$ cat src/rtl/async_rx_pkg.sv
package async_rx_pkg;

   // Fixed character geometry: a 2-bit length code covers MIN_LEN .. MIN_LEN+3 bits
   localparam int LEN_CODE_W = 2;
   localparam int MIN_LEN    = 5;
   localparam int DATA_W     = MIN_LEN + (1 << LEN_CODE_W) - 1;

   typedef enum logic [2:0] {
      ST_IDLE  = 3'd0,
      ST_START = 3'd1,
      ST_DATA  = 3'd2,
      ST_PAR   = 3'd3,
      ST_STOP  = 3'd4
   } rx_state_e;

   typedef enum logic [1:0] {
      RATE_X1   = 2'd0,
      RATE_LO   = 2'd1,
      RATE_HI   = 2'd2,
      RATE_HI_B = 2'd3
   } rate_e;

   typedef struct packed {
      logic [LEN_CODE_W-1:0] len;
      logic                  par_en;
      logic                  par_even;
      rate_e                 rate;
   } rx_mode_t;

endpackage

$ cat src/rtl/rx_line_sync.sv
module rx_line_sync #(
   parameter int STAGES = 0
) (
   input  logic clk,
   input  logic rst_n,
   input  logic line_raw,
   output logic line_out
);

   generate
      if (STAGES == 0) begin : g_pass
         assign line_out = line_raw;
      end else begin : g_chain
         logic [STAGES-1:0] chain_q;
         always_ff @(posedge clk or negedge rst_n) begin
            if (!rst_n) begin
               chain_q <= '1;
            end else begin
               chain_q <= {chain_q[STAGES-2:0], line_raw};
            end
         end
         assign line_out = chain_q[STAGES-1];
      end
   endgenerate

endmodule

$ cat src/rtl/rx_bit_timer.sv
module rx_bit_timer #(
   parameter int CNT_W = 6
) (
   input  logic             clk,
   input  logic             rst_n,
   input  logic             clear,
   input  logic [CNT_W-1:0] limit,
   output logic             hit
);

   logic [CNT_W-1:0] cnt_q;

   assign hit = ~clear & (cnt_q == limit);

   always_ff @(posedge clk or negedge rst_n) begin
      if (!rst_n) begin
         cnt_q <= '0;
      end else if (clear || hit) begin
         cnt_q <= '0;
      end else begin
         cnt_q <= cnt_q + 1'b1;
      end
   end

   // With a non-zero limit, two sample points can never be adjacent
   assert_hit_spacing_R3: assert property (@(posedge clk) disable iff (!rst_n)
      (hit && limit != '0 && !clear) |=> !hit);

endmodule

$ cat src/rtl/rx_frame_ctrl.sv
module rx_frame_ctrl
   import async_rx_pkg::*;
#(
   parameter int FACTOR_LO = 16,
   parameter int FACTOR_HI = 64,
   localparam int CNT_W    = $clog2(FACTOR_HI),
   localparam int IDX_W    = $clog2(DATA_W)
) (
   input  logic              clk,
   input  logic              rst_n,
   input  logic              line,
   input  rx_mode_t          mode_in,
   input  logic              tmr_hit,
   output logic              tmr_clear,
   output logic [CNT_W-1:0]  tmr_limit,
   output logic              ld_strobe,
   output logic [DATA_W-1:0] ld_char,
   output logic              ld_perr,
   output logic              ld_ferr
);

   rx_state_e        state_q, state_d;
   rx_mode_t         mode_q;
   logic             line_prev_q;
   logic [IDX_W-1:0] idx_q;
   logic             par_acc_q;
   logic             fall_seen;
   logic             start_go;
   logic             data_take;
   logic             last_bit;
   logic [CNT_W-1:0] full_lim;
   logic [CNT_W-1:0] half_lim;

   assign fall_seen = line_prev_q & ~line;
   assign start_go  = (state_q == ST_IDLE) & fall_seen;
   assign data_take = (state_q == ST_DATA) & tmr_hit;
   assign last_bit  = (idx_q == (IDX_W'(MIN_LEN - 1) + IDX_W'(mode_q.len)));

   // Sample spacing for the captured rate
   always_comb begin
      unique case (mode_q.rate)
         RATE_X1: begin
            full_lim = '0;
            half_lim = '0;
         end
         RATE_LO: begin
            full_lim = CNT_W'(FACTOR_LO - 1);
            half_lim = CNT_W'(FACTOR_LO / 2 - 1);
         end
         default: begin
            full_lim = CNT_W'(FACTOR_HI - 1);
            half_lim = CNT_W'(FACTOR_HI / 2 - 1);
         end
      endcase
      tmr_limit = (state_q == ST_START) ? half_lim : full_lim;
   end

   always_comb begin
      state_d   = state_q;
      tmr_clear = 1'b0;
      unique case (state_q)
         ST_IDLE: begin
            tmr_clear = 1'b1;
            if (fall_seen) begin
               state_d = (mode_in.rate == RATE_X1) ? ST_DATA : ST_START;
            end
         end
         ST_START: begin
            if (tmr_hit) begin
               state_d = line ? ST_IDLE : ST_DATA;
            end
         end
         ST_DATA: begin
            if (tmr_hit && last_bit) begin
               state_d = mode_q.par_en ? ST_PAR : ST_STOP;
            end
         end
         ST_PAR: begin
            if (tmr_hit) begin
               state_d = ST_STOP;
            end
         end
         ST_STOP: begin
            if (tmr_hit) begin
               state_d = ST_IDLE;
            end
         end
         default: state_d = ST_IDLE;
      endcase
   end

   always_ff @(posedge clk or negedge rst_n) begin
      if (!rst_n) begin
         state_q     <= ST_IDLE;
         line_prev_q <= 1'b1;
         mode_q      <= '0;
         idx_q       <= '0;
         par_acc_q   <= 1'b0;
      end else begin
         state_q     <= state_d;
         line_prev_q <= line;
         if (start_go) begin
            mode_q    <= mode_in;
            idx_q     <= '0;
            par_acc_q <= 1'b0;
         end else if (data_take) begin
            idx_q     <= idx_q + 1'b1;
            par_acc_q <= par_acc_q ^ line;
         end else if ((state_q == ST_PAR) && tmr_hit) begin
            par_acc_q <= par_acc_q ^ line;
         end
      end
   end

   // One capture cell per character bit; cleared at each start edge
   generate
      for (genvar b = 0; b < DATA_W; b++) begin : g_bit
         logic bit_q;
         always_ff @(posedge clk or negedge rst_n) begin
            if (!rst_n) begin
               bit_q <= 1'b0;
            end else if (start_go) begin
               bit_q <= 1'b0;
            end else if (data_take && (idx_q == IDX_W'(b))) begin
               bit_q <= line;
            end
         end
         assign ld_char[b] = bit_q;
      end
   endgenerate

   assign ld_strobe = (state_q == ST_STOP) & tmr_hit;
   assign ld_ferr   = ~line;
   assign ld_perr   = mode_q.par_en & (par_acc_q ^ ~mode_q.par_even);

   // Delivered character carries no bits above its length
   assert_upper_zero_R5: assert property (@(posedge clk) disable iff (!rst_n)
      ld_strobe |-> ((ld_char >> (MIN_LEN + int'(mode_q.len))) == '0));

endmodule

$ cat src/rtl/rx_out_buffer.sv
module rx_out_buffer #(
   parameter int DATA_W = 8
) (
   input  logic              clk,
   input  logic              rst_n,
   input  logic              ld,
   input  logic [DATA_W-1:0] ld_char,
   input  logic              ld_perr,
   input  logic              ld_ferr,
   input  logic              rd_strobe,
   input  logic              err_clear,
   output logic [DATA_W-1:0] rx_data,
   output logic              rx_ready,
   output logic              err_parity,
   output logic              err_frame,
   output logic              err_overrun
);

   always_ff @(posedge clk or negedge rst_n) begin
      if (!rst_n) begin
         rx_data     <= '0;
         rx_ready    <= 1'b0;
         err_parity  <= 1'b0;
         err_frame   <= 1'b0;
         err_overrun <= 1'b0;
      end else begin
         if (ld) begin
            rx_data <= ld_char;
         end
         if (ld) begin
            rx_ready <= 1'b1;
         end else if (rd_strobe) begin
            rx_ready <= 1'b0;
         end
         err_parity  <= (err_parity  & ~err_clear) | (ld & ld_perr);
         err_frame   <= (err_frame   & ~err_clear) | (ld & ld_ferr);
         err_overrun <= (err_overrun & ~err_clear) | (ld & rx_ready & ~rd_strobe);
      end
   end

endmodule

$ cat src/rtl/async_char_rx.sv
module async_char_rx
   import async_rx_pkg::*;
#(
   parameter int FACTOR_LO   = 16,
   parameter int FACTOR_HI   = 64,
   parameter int SYNC_STAGES = 0,
   localparam int CNT_W      = $clog2(FACTOR_HI)
) (
   input  logic              clk,
   input  logic              rst_n,
   input  logic              rxd,
   input  logic [1:0]        mode_len,
   input  logic              mode_par_en,
   input  logic              mode_par_even,
   input  logic [1:0]        mode_rate,
   input  logic              rd_strobe,
   input  logic              err_clear,
   output logic [7:0]        rx_data,
   output logic              rx_ready,
   output logic              err_parity,
   output logic              err_frame,
   output logic              err_overrun
);

   // Elaboration-time parameter checks
   if (FACTOR_LO < 2 || (FACTOR_LO & (FACTOR_LO - 1)) != 0) begin : g_chk_lo
      $error("FACTOR_LO must be a power of two of at least 2");
   end
   if (FACTOR_HI <= FACTOR_LO || (FACTOR_HI & (FACTOR_HI - 1)) != 0) begin : g_chk_hi
      $error("FACTOR_HI must be a power of two above FACTOR_LO");
   end
   if (SYNC_STAGES < 0 || SYNC_STAGES == 1) begin : g_chk_sync
      $error("SYNC_STAGES must be 0 or at least 2");
   end
   if (DATA_W != 8) begin : g_chk_w
      $error("character register must be 8 bits wide");
   end

   rx_mode_t          mode_in;
   logic              line;
   logic              tmr_clear;
   logic              tmr_hit;
   logic [CNT_W-1:0]  tmr_limit;
   logic              ld_strobe;
   logic [DATA_W-1:0] ld_char;
   logic              ld_perr;
   logic              ld_ferr;

   assign mode_in = '{len: mode_len, par_en: mode_par_en,
                      par_even: mode_par_even, rate: rate_e'(mode_rate)};

   rx_line_sync #(.STAGES(SYNC_STAGES)) u_sync (
      .clk      (clk),
      .rst_n    (rst_n),
      .line_raw (rxd),
      .line_out (line)
   );

   rx_bit_timer #(.CNT_W(CNT_W)) u_timer (
      .clk   (clk),
      .rst_n (rst_n),
      .clear (tmr_clear),
      .limit (tmr_limit),
      .hit   (tmr_hit)
   );

   rx_frame_ctrl #(.FACTOR_LO(FACTOR_LO), .FACTOR_HI(FACTOR_HI)) u_ctrl (
      .clk       (clk),
      .rst_n     (rst_n),
      .line      (line),
      .mode_in   (mode_in),
      .tmr_hit   (tmr_hit),
      .tmr_clear (tmr_clear),
      .tmr_limit (tmr_limit),
      .ld_strobe (ld_strobe),
      .ld_char   (ld_char),
      .ld_perr   (ld_perr),
      .ld_ferr   (ld_ferr)
   );

   rx_out_buffer #(.DATA_W(DATA_W)) u_buf (
      .clk         (clk),
      .rst_n       (rst_n),
      .ld          (ld_strobe),
      .ld_char     (ld_char),
      .ld_perr     (ld_perr),
      .ld_ferr     (ld_ferr),
      .rd_strobe   (rd_strobe),
      .err_clear   (err_clear),
      .rx_data     (rx_data),
      .rx_ready    (rx_ready),
      .err_parity  (err_parity),
      .err_frame   (err_frame),
      .err_overrun (err_overrun)
   );

   // A completed character always leaves the ready flag up
   assert_load_sets_ready_R8: assert property (@(posedge clk) disable iff (!rst_n)
      ld_strobe |=> rx_ready);

   // A read with no new character drops ready
   assert_read_clears_R8: assert property (@(posedge clk) disable iff (!rst_n)
      (rd_strobe && !ld_strobe) |=> !rx_ready);

   // Output data moves only when a character is delivered
   assert_data_hold_R8: assert property (@(posedge clk) disable iff (!rst_n)
      !ld_strobe |=> $stable(rx_data));

   // Unread character overwritten raises overrun
   assert_overrun_R9: assert property (@(posedge clk) disable iff (!rst_n)
      (ld_strobe && rx_ready && !rd_strobe) |=> err_overrun);

   // Error flags are sticky until cleared
   assert_frame_sticky_R10: assert property (@(posedge clk) disable iff (!rst_n)
      (err_frame && !err_clear) |=> err_frame);
   assert_parity_sticky_R10: assert property (@(posedge clk) disable iff (!rst_n)
      (err_parity && !err_clear) |=> err_parity);

endmodule

$ cat config.mk
export PLATFORM = sky130hd
export DESIGN_NAME = async_char_rx
export DESIGN_NICKNAME = d
export VERILOG_FILES = /design/src/rtl/async_rx_pkg.sv /design/src/rtl/rx_line_sync.sv /design/src/rtl/rx_bit_timer.sv /design/src/rtl/rx_frame_ctrl.sv /design/src/rtl/rx_out_buffer.sv /design/src/rtl/async_char_rx.sv
export SDC_FILE = /design/constraint.sdc
export NUM_CORES = 1
export LEC_CHECK = 0
export ABC_AREA = 1
export BUFFER_PORTS_ARGS = -buffer_cell sky130_fd_sc_hd__buf_2
export CORE_MARGIN = 4
export CORE_UTILIZATION = 52
export CTS_CLUSTER_SIZE = 20
export DETAILED_ROUTE_END_ITERATION = 12
export GPL_ROUTABILITY_DRIVEN = 0
export PLACE_DENSITY_LB_ADDON = 0.3
export SLEW_MARGIN = 20
export SYNTH_ARGS = -nofsm -noshare
export SYNTH_HDL_FRONTEND = slang
export SYNTH_SLANG_ARGS = --single-unit
export TNS_END_PERCENT = 10
$ cat constraint.sdc
create_clock -name clk -period 1.5 [get_ports clk]
set_input_delay 0.075 -clock clk [delete_from_list [all_inputs] [get_ports clk]]
set_output_delay 0.075 -clock clk [all_outputs]
set_load 0.01 [all_outputs]
* After elaboration in Yosys (flattened, before gate mapping)
Cells that the tools add are included.
** Storage, ports and cells
- Flip-flop bits (word level) :: 40
- Latch bits :: 0
- Bits in writable memories :: 0
- Memory bits (read-only) :: 0
- Input bits :: 11
- Logic and storage cells :: 131
- Memories :: 0
** Cells by class
- Add/subtract/negate cells :: 3
- Multipliers :: 0
- Div/mod/pow operators :: 0
- Order comparisons :: 0
- Eq/ne operators :: 19
- Shift-type cells :: 0
- Multiplexer cells :: 37
- Bitwise gates (word level) :: 23
- Reductions and logical operators :: 27
** Operators by type and width (number)
- 3-bit two-way mux :: 8
- 1-bit two-way mux :: 22
- 2-bit nonzero test :: 10
- 3-bit equality test (second input constant) :: 5
- 3-bit case mux with 5 select lines :: 1
- 1-bit bitwise AND :: 13
- 3-bit by 2-bit equality test with 1-bit output (second input constant) :: 4
- 6-bit two-way mux :: 2
- 6-bit case mux with 2 select lines :: 1
- 1-bit logical AND :: 10
- 5-bit case mux with 2 select lines :: 1
- 2-bit by 1-bit inequality test with 1-bit output (second input constant) :: 4
- 6-bit by 1-bit adder with 6-bit output (second input constant) :: 1
- 3-bit by 1-bit equality test with 1-bit output (second input constant) :: 2
- 6-bit equality test :: 1
- 3-bit zero test :: 2
- 1-bit NOT :: 5
- 5-bit AND reduction :: 1
- 2-bit zero test :: 2
- 2-bit two-way mux :: 2
- 3-bit by 1-bit adder with 3-bit output (second input constant) :: 1
- 3-bit by 2-bit adder with 3-bit output (first input constant) :: 1
- 3-bit equality test :: 1
- 1-bit bitwise OR :: 3
- 5 further kinds :: 6

* Longest topological paths before layout
Gate-level depths: netlist of run 1.
- Depth in word-level cells :: 9
- Gate-level depth with buffers :: 13

* By module
From an unflattened synthesis of run 1, not the netlist that was laid out.
** Second synthesis, totals
- Cells, all modules :: 278
- Area total of the unflattened synthesis :: 2229.6 um^2
** Modules (own cells, without submodules)
- rx_frame_ctrl :: times used 1, cells each 166, area each 1372.6 um^2
- rx_out_buffer :: times used 1, cells each 51, area each 455.4 um^2
- rx_bit_timer :: times used 1, cells each 60, area each 394.1 um^2
- rx_line_sync :: times used 1, cells each 1, area each 7.5 um^2

* Worst setup path after synthesis of run 1
Ideal clock, no wire load.
- Path kind :: reg2reg
- Start :: reg u_ctrl.state_q[0]
- End :: reg u_ctrl.idx_q[2]
- Library setup time :: 0.121 ns
- Arrival time :: 1.281 ns
- Setup slack :: 0.099 ns
- Cell stages (with the launch flop) :: 8
- Path buffers :: 1
- Cells stage by stage :: dfrtp_1 -> nor2_1 -> nand2_1 -> nor2_4 -> inv_2 -> buf_2 -> nand3_1 -> o21ai_1
** Between the ends
- Longest elaborated chain between the ends :: 6
** Ends and longest elaborated chain
- from (decl) :: RTL line rx_frame_ctrl.sv:22 : rx_state_e state_q, state_d;
- from (signal assigned) :: RTL line rx_frame_ctrl.sv:100 : state_q <= state_d;
- 3-bit by 1-bit equality test with 1-bit output / 3-bit zero test (equally long branches) :: RTL line rx_frame_ctrl.sv:55, rx_frame_ctrl.sv:35, rx_frame_ctrl.sv:61
- 6-bit two-way mux / 1-bit two-way mux (equally long branches) :: RTL line rx_frame_ctrl.sv:55, rx_frame_ctrl.sv:61
- 6-bit equality test / 1-bit NOT (equally long branches) :: RTL line rx_bit_timer.sv:13 : assign hit = ~clear & (cnt_q == limit);
- 1-bit bitwise AND :: RTL line rx_bit_timer.sv:13
- 1-bit bitwise AND :: RTL line rx_frame_ctrl.sv:36 : assign data_take = (state_q == ST_DATA) & tmr_hit;
- 2-bit nonzero test (no line)
- to (signal assigned) :: RTL line rx_frame_ctrl.sv:107 : idx_q <= idx_q + 1'b1;
- to (decl) :: RTL line rx_frame_ctrl.sv:25 : logic [IDX_W-1:0] idx_q;
Parallel ways exist; a longest one is shown, timed or not.
A chain may end at the register's enable or synchronous reset.

* Final worst setup path of run 1
- Start :: reg u_ctrl.state_q[0]
- End :: reg u_buf.rx_data[0]
** Between the ends
- Longest elaborated chain between the ends :: 5
** Ends and longest elaborated chain
- 3-bit by 1-bit equality test with 1-bit output / 3-bit zero test (equally long branches) :: RTL line rx_frame_ctrl.sv:55, rx_frame_ctrl.sv:61
- 6-bit two-way mux / 1-bit two-way mux (equally long branches) :: RTL line rx_frame_ctrl.sv:55, rx_frame_ctrl.sv:61
- 6-bit equality test / 1-bit NOT (equally long branches) :: RTL line rx_bit_timer.sv:13
- 1-bit bitwise AND :: RTL line rx_bit_timer.sv:13
- 1-bit bitwise AND (*) :: RTL line rx_frame_ctrl.sv:132 : assign ld_strobe = (state_q == ST_STOP) & tmr_hit;
- to (signal assigned) :: RTL line rx_out_buffer.sv:28 : rx_data <= ld_char;
- to (decl) :: RTL line rx_out_buffer.sv:12 : output logic [DATA_W-1:0] rx_data,
Every way passes the cells marked *; elsewhere a longest branch is shown, timed or not.

==> flow_metrics.tcl, run 1 <==
set metrics [dict create \
    failed_checks "setup timing" \
    insertedDiodeCount 0 \
    highest_layer "met4" \
    tritoncts "done" \
    fp.dieW_um 71.85 \
    async_flop_share_pct 100.0 \
    portBuffers 22 \
    rows 22 \
    grt_setup_unrepaired "true" \
    clock_tree.root_cell "clkbuf_8" \
    drt-met1-wl_mm 2.004 \
    grt-ovfl-total 0 \
    multi_input_area_um2 997.2 \
    nFillCells 308 \
    antenna_found_initial 0 \
    status "finished, violations left" \
    via_per_inst 4.882 \
    crit_path_end_kind "flop" \
    nets 343 \
    relSlewSlack_pct 69.27 \
    critical_path_class "flop to flop" \
    grt_pass1_vias 1838 \
    grt_use_total_pct 19.23 \
    die_area_um2 5162 \
    leakagePower_nw 1.449 \
    required_ns 1.74 \
    drv_slew 0 \
    cts_made_buffers 5 \
    placed_area_um2 2366 \
    drt_iter0_drc 110 \
    worst_slew_pin_slew_ns 0.4610 \
    route.met2.wl_mm 2.017 \
    grt_max_degree 23 \
    ys.flop_type "dfrtp_1" \
    skew_ns 0.006153 \
    initial_core_util_pct 55.80 \
    synth_area_um2 2120 \
    fin_ws_ns -0.04965 \
    cts_sinks 40 \
    avgSynthCellArea_um2 7.679 \
    dp_hpwl_mm 3.062 \
    cellPowerDensity_nw_per_um2 754.8 \
    dr_wl_met3_um 213 \
    synth_compound_gate_area_share_pct 3.247 \
    vias 1826 \
    synthAdderAreaFrac_pct 4.132 \
    clockBufferDepth 2 \
    synth_edf_count 0 \
    die_y_um 71.85 \
    grt_pass1_wl_mm 7.872 \
    yosys.area_share.simple_pct 35.01 \
    routedWlPerCell_um 11.50 \
    synth_xor_area_share_pct 1.653 \
    routed_wl_mm 4.302 \
    muxShareOfSynthArea_pct 0 \
    path_max_fanout 8 \
    cap_violations 0 \
    setup_viol 15 \
    final_util_pct 69.93 \
    ir_drop_uv 508.4 \
    synth_nets 294 \
    dp_cells 354 \
    first_pass_iters 4 \
    fmax_mhz 645.3 \
    worst_setup_path_start_kind "flop" \
    clk_pin_slew_worst_paths_ns 0.07 \
    h-tree-depth 2 \
    final_cell_mix "nand2_1 (95), dfrtp_1 (37), inv_1 (32), nand3_1 (30), buf_2 (22)" \
    synth_seq_cells 40 \
    num_io_pins 23 \
    ys_warn_count 0 \
    synth_top_family_by_area "simple AND/OR/NAND/NOR gates" \
    syn_to_final_growth_pct 25.32 \
    regArea_um2 1005 \
    yosysSeqAreaShare_pct 47.28 \
    core-area_um2 3799 \
    final_area_um2 2656 \
    clock_latency_ns 0.29 \
    final_common_cell "nand2_1" \
    tns_ns -0.4294 \
    hold_depth 3 \
    ys_types 26 \
    drc 0 \
    hp-class "input pin to flop" \
    synth_cells 276 \
    fin_cells 374 \
    crit_arrival_ns 1.79 \
    fin_crit_ns 1.550 \
    r2r_cells 12 \
    drive_gt1_share_pct 24.85 \
    fin_crit_sh_pct 103.3 \
    antenna_left 0 \
    hold_viol_final 0 \
]
state kept, by name (all words and copies together), names as in the netlist:
| signal | cells |
|---|---|
| u_ctrl.idx_q | 3 |
| u_ctrl.line_prev_q | 1 |
| u_buf.rx_ready | 1 |
| u_buf.rx_data | 8 |
| u_ctrl.g_bit.bit_q | 8 |
| u_ctrl.par_acc_q | 1 |
| u_timer.cnt_q | 6 |
| u_ctrl.state_q | 3 |
| u_buf.err_frame | 1 |
| u_buf.err_parity | 1 |
| u_buf.err_overrun | 1 |
| u_ctrl.mode_q | 6 |
power by group:
| part | internal, mW | total, mW | switching (mW) |
|---|---|---|---|
| sequential | 1.08 | 1.08 | 0.000359 |
| combinational | 0.0308 | 0.0685 | 0.0376 |
| clock | 0.493 | 0.856 | 0.363 |
final timing paths:
| path | slack (ns) | from | to |
|---|---|---|---|
| worst min register to register | 0.47 | u_buf.rx_data[7]$_DFFE_PN0P_ | u_buf.rx_data[7]$_DFFE_PN0P_ |
| worst max-delay path | -0.05 | u_ctrl.state_q[0]$_DFFE_PN0P_ | u_buf.rx_data[0]$_DFFE_PN0P_ |
| worst max register to register | -0.05 | u_ctrl.state_q[0]$_DFFE_PN0P_ | u_buf.rx_data[0]$_DFFE_PN0P_ |
| worst min-delay path | 0.03 | mode_rate[1] | u_ctrl.mode_q[1]$_DFFE_PN0P_ |
| max in group asynchronous | 0.69 | rst_n | u_ctrl.line_prev_q$_DFF_PN1_ |
| min in group asynchronous | 0.26 | rst_n | u_timer.cnt_q[5]$_DFF_PN0_ |
synthesized netlist by cell type (2+ instances only):
library cell / instances / area share, %
nor2_1: 20 / 3.5
buf_2: 3 / 0.71
xnor2_1: 3 / 1.2
nor2_4: 4 / 2.1
inv_1: 34 / 6.0
nor2_2: 3 / 0.89
o211ai_1: 2 / 0.71
ha_1: 7 / 4.1
nand3_1: 31 / 7.3
nand2_1: 101 / 18
inv_2: 5 / 0.89
nor3b_1: 2 / 0.71
nand2_2: 4 / 1.2
o21ai_0: 5 / 1.2
a21oi_1: 3 / 0.71
dfrtp_1: 39 / 46
routing by layer:
layer	vias up	GRT usage, %
met1	840	23.64
li1	945	-
met5	-	0
met3	6	5.189
met2	35	31.53
met4	0	8.559
critical path: stages, from the launching register on:
cell and delay (ns):
dfrtp_2 0.45, inv_2 0.07, nor2_1 0.04, nand3_1 0.10, nand2_1 0.06, nand2_1 0.07
nand2_2 0.08, inv_2 0.08, nand2_4 0.09, nor2_4 0.19, buf_6 0.16, nand2_1 0.05
nand2_1 0.06
cell families after synthesis:
group	after synthesis
AND/OR/NAND/NOR	168
buffers and inverters	45
flip-flops	40
AO/OA/AOI/OAI	12
adder cells (fa/ha/maj)	7
XOR/XNOR	4
layout make-up:
type / count / area share [%]
clock buffer: 6 / 2.732
clock inverter: 2 / 1.319
sequential: 40 / 37.82
inverter: 40 / 5.747
multi-input combinational: 192 / 37.54
tap: 48 / 2.261
timing repair buffer: 46 / 12.58
stage by stage:
step                      power [mW]  hold WS, ns  setup slack [ns]
after floorplan                1.108      -0.2206           0.09865
after global placement         1.154      0.04389          -0.05708
after detailed placement       1.155      0.05390          -0.07549
after CTS                      2.027      0.02114          -0.04581
after global routing           2.091      0.04659           -0.1831
final                          2.005      0.02926          -0.04965
timing repair:
action                                 4_1_cts  5_1_grt
endpoints found under the hold margin       26        0
setup endpoints to repair                   21       29
gates resized for setup                     16        9
pin swaps                                    9        1
hold buffers                                 8        0
buffers inserted                             3        0
cloned                                       1        0
Note: power is estimated with default switching activity, not from simulation.
==> inputs of run 2 (changes only) <==
- CORE_UTILIZATION: 52 -> 58
- PLACE_DENSITY: not set -> 0.79
- PLACE_DENSITY_LB_ADDON: 0.3 -> not set
- RECOVER_POWER: not set -> 25
- clock period: 1.5 -> 1.7 ns (I/O delays scaled with it)
==> run 2 against run 1 <==
The run now ends clean; total power fell by 19%; design area fell by 5.7%; global-route usage rose by 0.78 points; clock-buffer cell count fell by 1; via count fell by 1.7%; clock power fell by 27%; fmax barely moved; largest cell class unchanged.
==> flow_metrics.tcl, run 2 (synthesized netlist as in run 1, its figures left out) <==
set metrics [dict create \
    h-tree-depth 2 \
    dp_cells 348 \
    cellPowerDensity_nw_per_um2 651.6 \
    grt-ovfl-total 0 \
    grtUsageMet1_pct 25.71 \
    rows 21 \
    fp.dieW_um 68.45 \
    grt_setup_unrepaired "true" \
    final_common_cell "nand2_1" \
    grt_busiest_layer "met2" \
    grt_pass1_vias 1611 \
    drive_gt1_share_pct 19.18 \
    leakagePower_nw 1.382 \
    clockBufferDepth 2 \
    path_buf_inv 3 \
    final_cell_mix "nand2_1 (101), dfrtp_1 (37), inv_1 (34), nand3_1 (31), buf_2 (21)" \
    drc 0 \
    hold_ws_ns 0.01896 \
    tritoncts "done" \
    final_area_um2 2504 \
    rr_startpoint "u_ctrl.state_q[0]$_DFFE_PN0P_" \
    placed_area_um2 2321 \
    clock_latency_ns 0.29 \
    first_pass_iters 4 \
    power.total_mw 1.631 \
    routedWlPerCell_um 11.23 \
    cap_violations 0 \
    hp-class "input pin to flop" \
    nets 335 \
    cts_made_buffers 5 \
    grt_max_degree 25 \
    use_met2_pct 31.94 \
    r2r_cells 12 \
    drt_iter0_drc 92 \
    insertedDiodeCount 0 \
    pwr-share-seq_pct 58.4 \
    critPathTopFamily "simple AND/OR/NAND/NOR gates" \
    nFillCells 268 \
    ir_drop_uv 480.4 \
    grt_pass1_wl_mm 6.962 \
    clock_power_share_pct 38.2 \
    clk_pin_slew_worst_paths_ns 0.08 \
    setup_viol 0 \
    comb_power_share_pct 3.4 \
    fin_cells 364 \
    cts_sinks 40 \
    fmax_mhz 645.0 \
    fin_crit_sh_pct 91.21 \
    status "complete, no violations" \
    tns_ns 0 \
    die_area_um2 4685 \
    crit_arrival_ns 1.74 \
    fin_ws_ns 0.1495 \
    relSlewSlack_pct 64.88 \
    num_io_pins 23 \
    vias 1795 \
    portBuffers 22 \
    hp-start "mode_rate[1]" \
    required_ns 1.89 \
    hold_viol_final 0 \
    dp_slack_ns 0.1440 \
    largestRegisters "u_buf.rx_data: 8 flops, u_ctrl.g_bit.bit_q: 8 flops" \
    postCtsSetupRepairBufs 0 \
    critical_path.slowest_cell "dfrtp_2" \
    cpMostUsedCell "nand2_1" \
    worst_slew_pin_slew_ns 0.5267 \
    swShare_pct 22.63 \
    switchingPower_mw 0.3692 \
    grt_use_total_pct 20.01 \
    antenna_found_initial 0 \
    path_max_fanout 10 \
    worst_setup_path_start_kind "flop" \
    dp_hpwl_mm 2.967 \
    grtUsageMet3_pct 4.105 \
    antenna_left 0 \
    routed_wl_mm 4.089 \
    syn_to_final_growth_pct 18.12 \
    path_cells "inv_1 -> nor2_1 -> nand3_1 -> nand2_1 -> nand2_1 -> nand2_2 -> inv_2 -> nand2_4 -> nor2_4 -> inv_2 -> nand2_1 -> nand2_1" \
    r2r-end "u_buf.rx_data[6]$_DFFE_PN0P_" \
    r2r_setup_slack_ns 0.15 \
    clock_tree.root_cell "clkbuf_8" \
    hold_end "u_ctrl.mode_q[1]$_DFFE_PN0P_" \
    max_stage_delay_ns 0.44 \
    core-area_um2 3442 \
    skew_ns 0.001673 \
    hold_depth 3 \
    critical_path_class "flop to flop" \
    final_util_pct 72.74 \
    drv_slew 0 \
    die_y_um 68.45 \
    fin_crit_ns 1.551 \
    initial_core_util_pct 61.58 \
    crit_path_end_kind "flop" \
    internal_power_mw 1.262 \
    via_per_inst 4.931 \
]
## run 2: cell types whose count changed in the layout (fill, tap and decap cells not counted), sizes merged
cell	before	now
dlygate4sd3	8	7
clkinv	2	4
bufinv	1	0
buf	38	30
## run 2: worst max path at each step
| stage | startpoint | end | slack (ns) | cells past startpoint |
|---|---|---|---|---|
| floorplan | u_ctrl.state_q[0]$_DFFE_PN0P_ | u_ctrl.idx_q[2]$_DFFE_PN0P_ | 0.30 | 7 |
| global placement | u_ctrl.mode_q[1]$_DFFE_PN0P_ | u_ctrl.g_bit[1].bit_q$_DFFE_PN0P_ | 0.15 | 12 |
| detailed placement | u_ctrl.mode_q[1]$_DFFE_PN0P_ | u_ctrl.g_bit[1].bit_q$_DFFE_PN0P_ | 0.14 | 12 |
| CTS | u_ctrl.state_q[0]$_DFFE_PN0P_ | u_ctrl.g_bit[1].bit_q$_DFFE_PN0P_ | 0.11 | 11 |
| global route | u_timer.cnt_q[0]$_DFF_PN0_ | u_ctrl.g_bit[0].bit_q$_DFFE_PN0P_ | -0.01 | 13 |
| finish | u_ctrl.state_q[0]$_DFFE_PN0P_ | u_buf.rx_data[6]$_DFFE_PN0P_ | 0.15 | 12 |
## run 2: worst register-to-register path: stages (launching register included)
cell and delay (ns):
dfrtp_2 0.44, inv_1 0.08, nor2_1 0.04, nand3_1 0.11
nand2_1 0.07, nand2_1 0.07, nand2_2 0.08, inv_2 0.08
nand2_4 0.09, nor2_4 0.15, inv_2 0.11, nand2_1 0.07
nand2_1 0.05
## run 2: power groups by stage
stage	Sequential [mW]	Clock [mW]	Combinational (mW)
4_1_cts	0.953	0.650	0.0577
6_report	0.953	0.622	0.0560
3_5_place_dp	0.972	0	0.0456
5_1_grt	0.953	0.679	0.0648
3_3_place_gp	0.972	0	0.0448
2_1_floorplan	0.972	0	0.00552
## run 2: final cells by class
cell class	instances	area, um2	area share [%]
Sequential cell	40	1005	40.13
Multi-Input combinational cell	192	949.7	37.93
Timing Repair Buffer	38	254.0	10.14
Inverter	40	150.1	5.997
Clock buffer	5	68.82	2.749
Tap cell	46	57.56	2.299
Clock inverter	3	18.77	0.7496
## run 2: what timing repair did
item,4_1_cts,5_1_grt
hold buffers,7,0
setup endpoints to repair,0,9
hold endpoints to repair,29,0
gates resized for setup,0,6
## run 2: routing by layer
layer  part of all wire (%)  wire length, um
met2                     44             1818
met5                      0                0
met4                    1.6               66
met3                    5.3              216
met1                     49             1987
==> inputs of run 3 (changes only) <==
- ABC_AREA: 1 -> not set
==> run 3 against run 2 <==
The run now ends with setup timing left; sequential power grew 43%; clock skew grew 0.015 ns; critical endpoint is now u_buf.rx_data[2]$_DFFE_PN0P_; largest cell class is now multi-input combinational cells; non-clock buffer count grew 29; final cell count shrank 14%; fmax shrank 21%.
==> flow_metrics.tcl, run 3 <==
set metrics [dict create \
    status "finished, violations left" \
    failed_checks "setup timing" \
    largestRegisters "u_buf.rx_data: 8 flops, u_ctrl.g_bit.bit_q: 8 flops" \
    via_per_inst 6.057 \
    leakagePower_nw 1.385 \
    initial_core_util_pct 60.98 \
    die_area_um2 4583 \
    async_flop_share_pct 100.0 \
    die_y_um 67.70 \
    synth_edf_count 0 \
    final_cell_mix "dfrtp_1 (36), nand2_1 (34), buf_4 (29), buf_2 (21), nor2_1 (11)" \
    r2r_cells 6 \
    fin_crit_ns 1.968 \
    skew_ns 0.01660 \
    required_ns 1.95 \
    ys_types 46 \
    power.total_mw 4.113 \
    fp.dieW_um 67.70 \
    worst_setup_path_start_kind "flop" \
    synth_most_common_cell "dfrtp_1" \
    fmax_mhz 508.1 \
    worst_slew_pin_slew_ns 0.9738 \
    path_max_fanout 5 \
    yosysSeqAreaShare_pct 48.49 \
    grt-ovfl-total 0 \
    insertedDiodeCount 0 \
    hold_ws_ns 0.4390 \
    clock_power_share_pct 15.5 \
    clockBufferDepth 2 \
    tritoncts "done" \
    avgSynthCellArea_um2 10.23 \
    hp-start "mode_len[1]" \
    routed_wl_mm 6.289 \
    clock_tree.root_cell "clkbuf_4" \
    grt_use_total_pct 28.38 \
    r2r_setup_slack_ns -0.27 \
    crit_arrival_ns 2.22 \
    grt_pass1_wl_mm 9.356 \
    vias 1902 \
    routedWlPerCell_um 20.03 \
    syn_to_final_growth_pct 36.86 \
    antenna_left 0 \
    pwr-share-seq_pct 33.1 \
    netlist.area_leader.share_pct 47.22 \
    relSlewSlack_pct 35.08 \
    h-tree-depth 2 \
    ys.flop_type "dfrtp_1" \
    core-area_um2 3390 \
    crit_path_end_kind "flop" \
    synth_nets 220 \
    clock_latency_ns 0.36 \
    clk_pin_slew_worst_paths_ns 0.13 \
    yosys.area.top_type "dfrtp_1" \
    comb_power_share_pct 51.5 \
    r2r-end "u_buf.rx_data[2]$_DFFE_PN0P_" \
    cellPowerDensity_nw_per_um2 1454 \
    fin_crit_sh_pct 115.8 \
    cts_made_buffers 5 \
    nets 285 \
    cts_sinks 40 \
    first_pass_iters 4 \
    hold_end "u_ctrl.mode_q[5]$_DFFE_PN0P_" \
    drc 0 \
    synth_cells 202 \
    switchingPower_mw 1.682 \
    cap_violations 0 \
    synth_common_cells "dfrtp_1 (39), nand2_1 (34), nor2_1 (13), inv_1 (10), mux2i_1 (8)" \
    grt_setup_unrepaired "true" \
    portBuffers 22 \
    rr_startpoint "u_ctrl.state_q[1]$_DFFE_PN0P_" \
    drv_slew 0 \
    hold_viol_final 0 \
    hold_depth 4 \
    setup_viol 39 \
    synth_seq_cells 40 \
    hp-class "input pin to flop" \
    rows 21 \
    grt_pass1_vias 1886 \
    drt_iter0_drc 137 \
    dp_hpwl_mm 3.436 \
    ys_top_cells_by_area "dfrtp_1 (47%), nand2_1 (6.2%), mux2_4 (4.4%)" \
    ir_drop_uv 997.1 \
    ys_warn_count 0 \
    fin_ws_ns -0.2682 \
    critical_path_class "flop to flop" \
    num_io_pins 23 \
    synth_area_um2 2067 \
    final_common_cell "dfrtp_1" \
    internal_power_mw 2.431 \
    drive_gt1_share_pct 41.04 \
    antenna_found_initial 0 \
    grt_max_degree 41 \
    swShare_pct 40.89 \
]
-- run 3: cell count changes in the layout (fill, tap and decap cells not counted), moves of 5 or more --
cell	before	now
nand2_1	101	34
nand3_1	31	4
inv_1	34	9
buf_4	7	29
nor2_1	20	11
mux2i_1	0	8
mux2_4	0	6
clkbuf_4	0	5
clkbuf_8	5	0
nor2_4	6	1
-- run 3: cell type report --
class / instances / area [um2]
clock buffer: 5 / 37.54
clock inverter: 3 / 42.54
fill: 183 / 560.5
inverter: 10 / 37.54
multi-input combinational: 143 / 1160
sequential: 40 / 1006
tap: 46 / 57.56
timing repair buffer: 67 / 488.0
-- run 3: what timing repair did --
action	CTS	global route
gates resized for setup	18	27
hold buffers	10	0
endpoints found under the setup margin	33	39
buffers inserted	1	1
gates cloned	1	0
hold endpoints to repair	50	0
pin swaps	6	12
-- run 3: worst max path at each step --
stage | start | to | slack, ns | depth (start not counted)
2_1_floorplan | u_ctrl.state_q[1]$_DFFE_PN0P_ | u_buf.rx_data[1]$_DFFE_PN0P_ | -0.21 | 7
3_3_place_gp | u_ctrl.state_q[1]$_DFFE_PN0P_ | u_buf.rx_data[1]$_DFFE_PN0P_ | -0.17 | 5
3_5_place_dp | u_ctrl.state_q[1]$_DFFE_PN0P_ | u_buf.rx_data[3]$_DFFE_PN0P_ | -0.26 | 5
4_1_cts | u_ctrl.mode_q[1]$_DFFE_PN0P_ | u_buf.rx_data[2]$_DFFE_PN0P_ | -0.25 | 5
5_1_grt | u_ctrl.state_q[1]$_DFFE_PN0P_ | u_buf.rx_data[4]$_DFFE_PN0P_ | -0.33 | 6
6_report | u_ctrl.state_q[1]$_DFFE_PN0P_ | u_buf.rx_data[2]$_DFFE_PN0P_ | -0.27 | 6
-- run 3: kinds of logic (layout without fill, tap and decap cells) --
kind of cell	Yosys count	after routing	synth area share, %
buffers and inverters	20	85	4.782
XOR/XNOR	7	7	2.966
flip-flops	40	40	48.49
AO/OA/AOI/OAI	26	26	7.808
AND/OR/NAND/NOR	86	87	22.40
multiplexers	16	16	9.322
adder cells (fa/ha/maj)	7	7	4.237
-- run 3: per-stage QoR --
step / cell area, um2 / cells / setup TNS, ns / setup WS, ns / util, %
floorplan: 2079 / 202 / -2.023 / -0.2104 / -
global placement: 2430 / 293 / -2.454 / -0.1716 / 71.69
detailed placement: 2430 / 293 / -4.650 / -0.2629 / 71.69
CTS: 2706 / 313 / -3.620 / -0.2549 / 79.85
global route: 2829 / 314 / -8.521 / -0.3254 / 83.46
finish: 2829 / 314 / -5.848 / -0.2682 / 83.46
-- run 3: layer usage --
layer,vias up,part of all wire (%),global-route usage [%]
li1,839,-,-
met1,915,38,33.51
met2,113,49,49.70
met3,35,8.0,5.491
met4,0,4.5,12.41
met5,-,0,0
-- run 3: power by group through the flow --
| stage | sequential, mW | clock (mW) | combinational [mW] |
|---|---|---|---|
| 2_1_floorplan | 1.28 | 0 | 0.941 |
| 3_3_place_gp | 1.32 | 0 | 1.41 |
| 3_5_place_dp | 1.34 | 0 | 1.47 |
| 4_1_cts | 1.32 | 0.637 | 1.74 |
| 5_1_grt | 1.38 | 0.671 | 2.26 |
| 6_report | 1.36 | 0.636 | 2.12 |
-- run 3: worst max-delay path: stages (launching register included) --
cell and delay [ns]:
dfrtp_2 0.47, buf_4 0.15, buf_4 0.16, nor2_1 0.14
nand2_1 0.15, or3_4 0.46, mux2_4 0.32
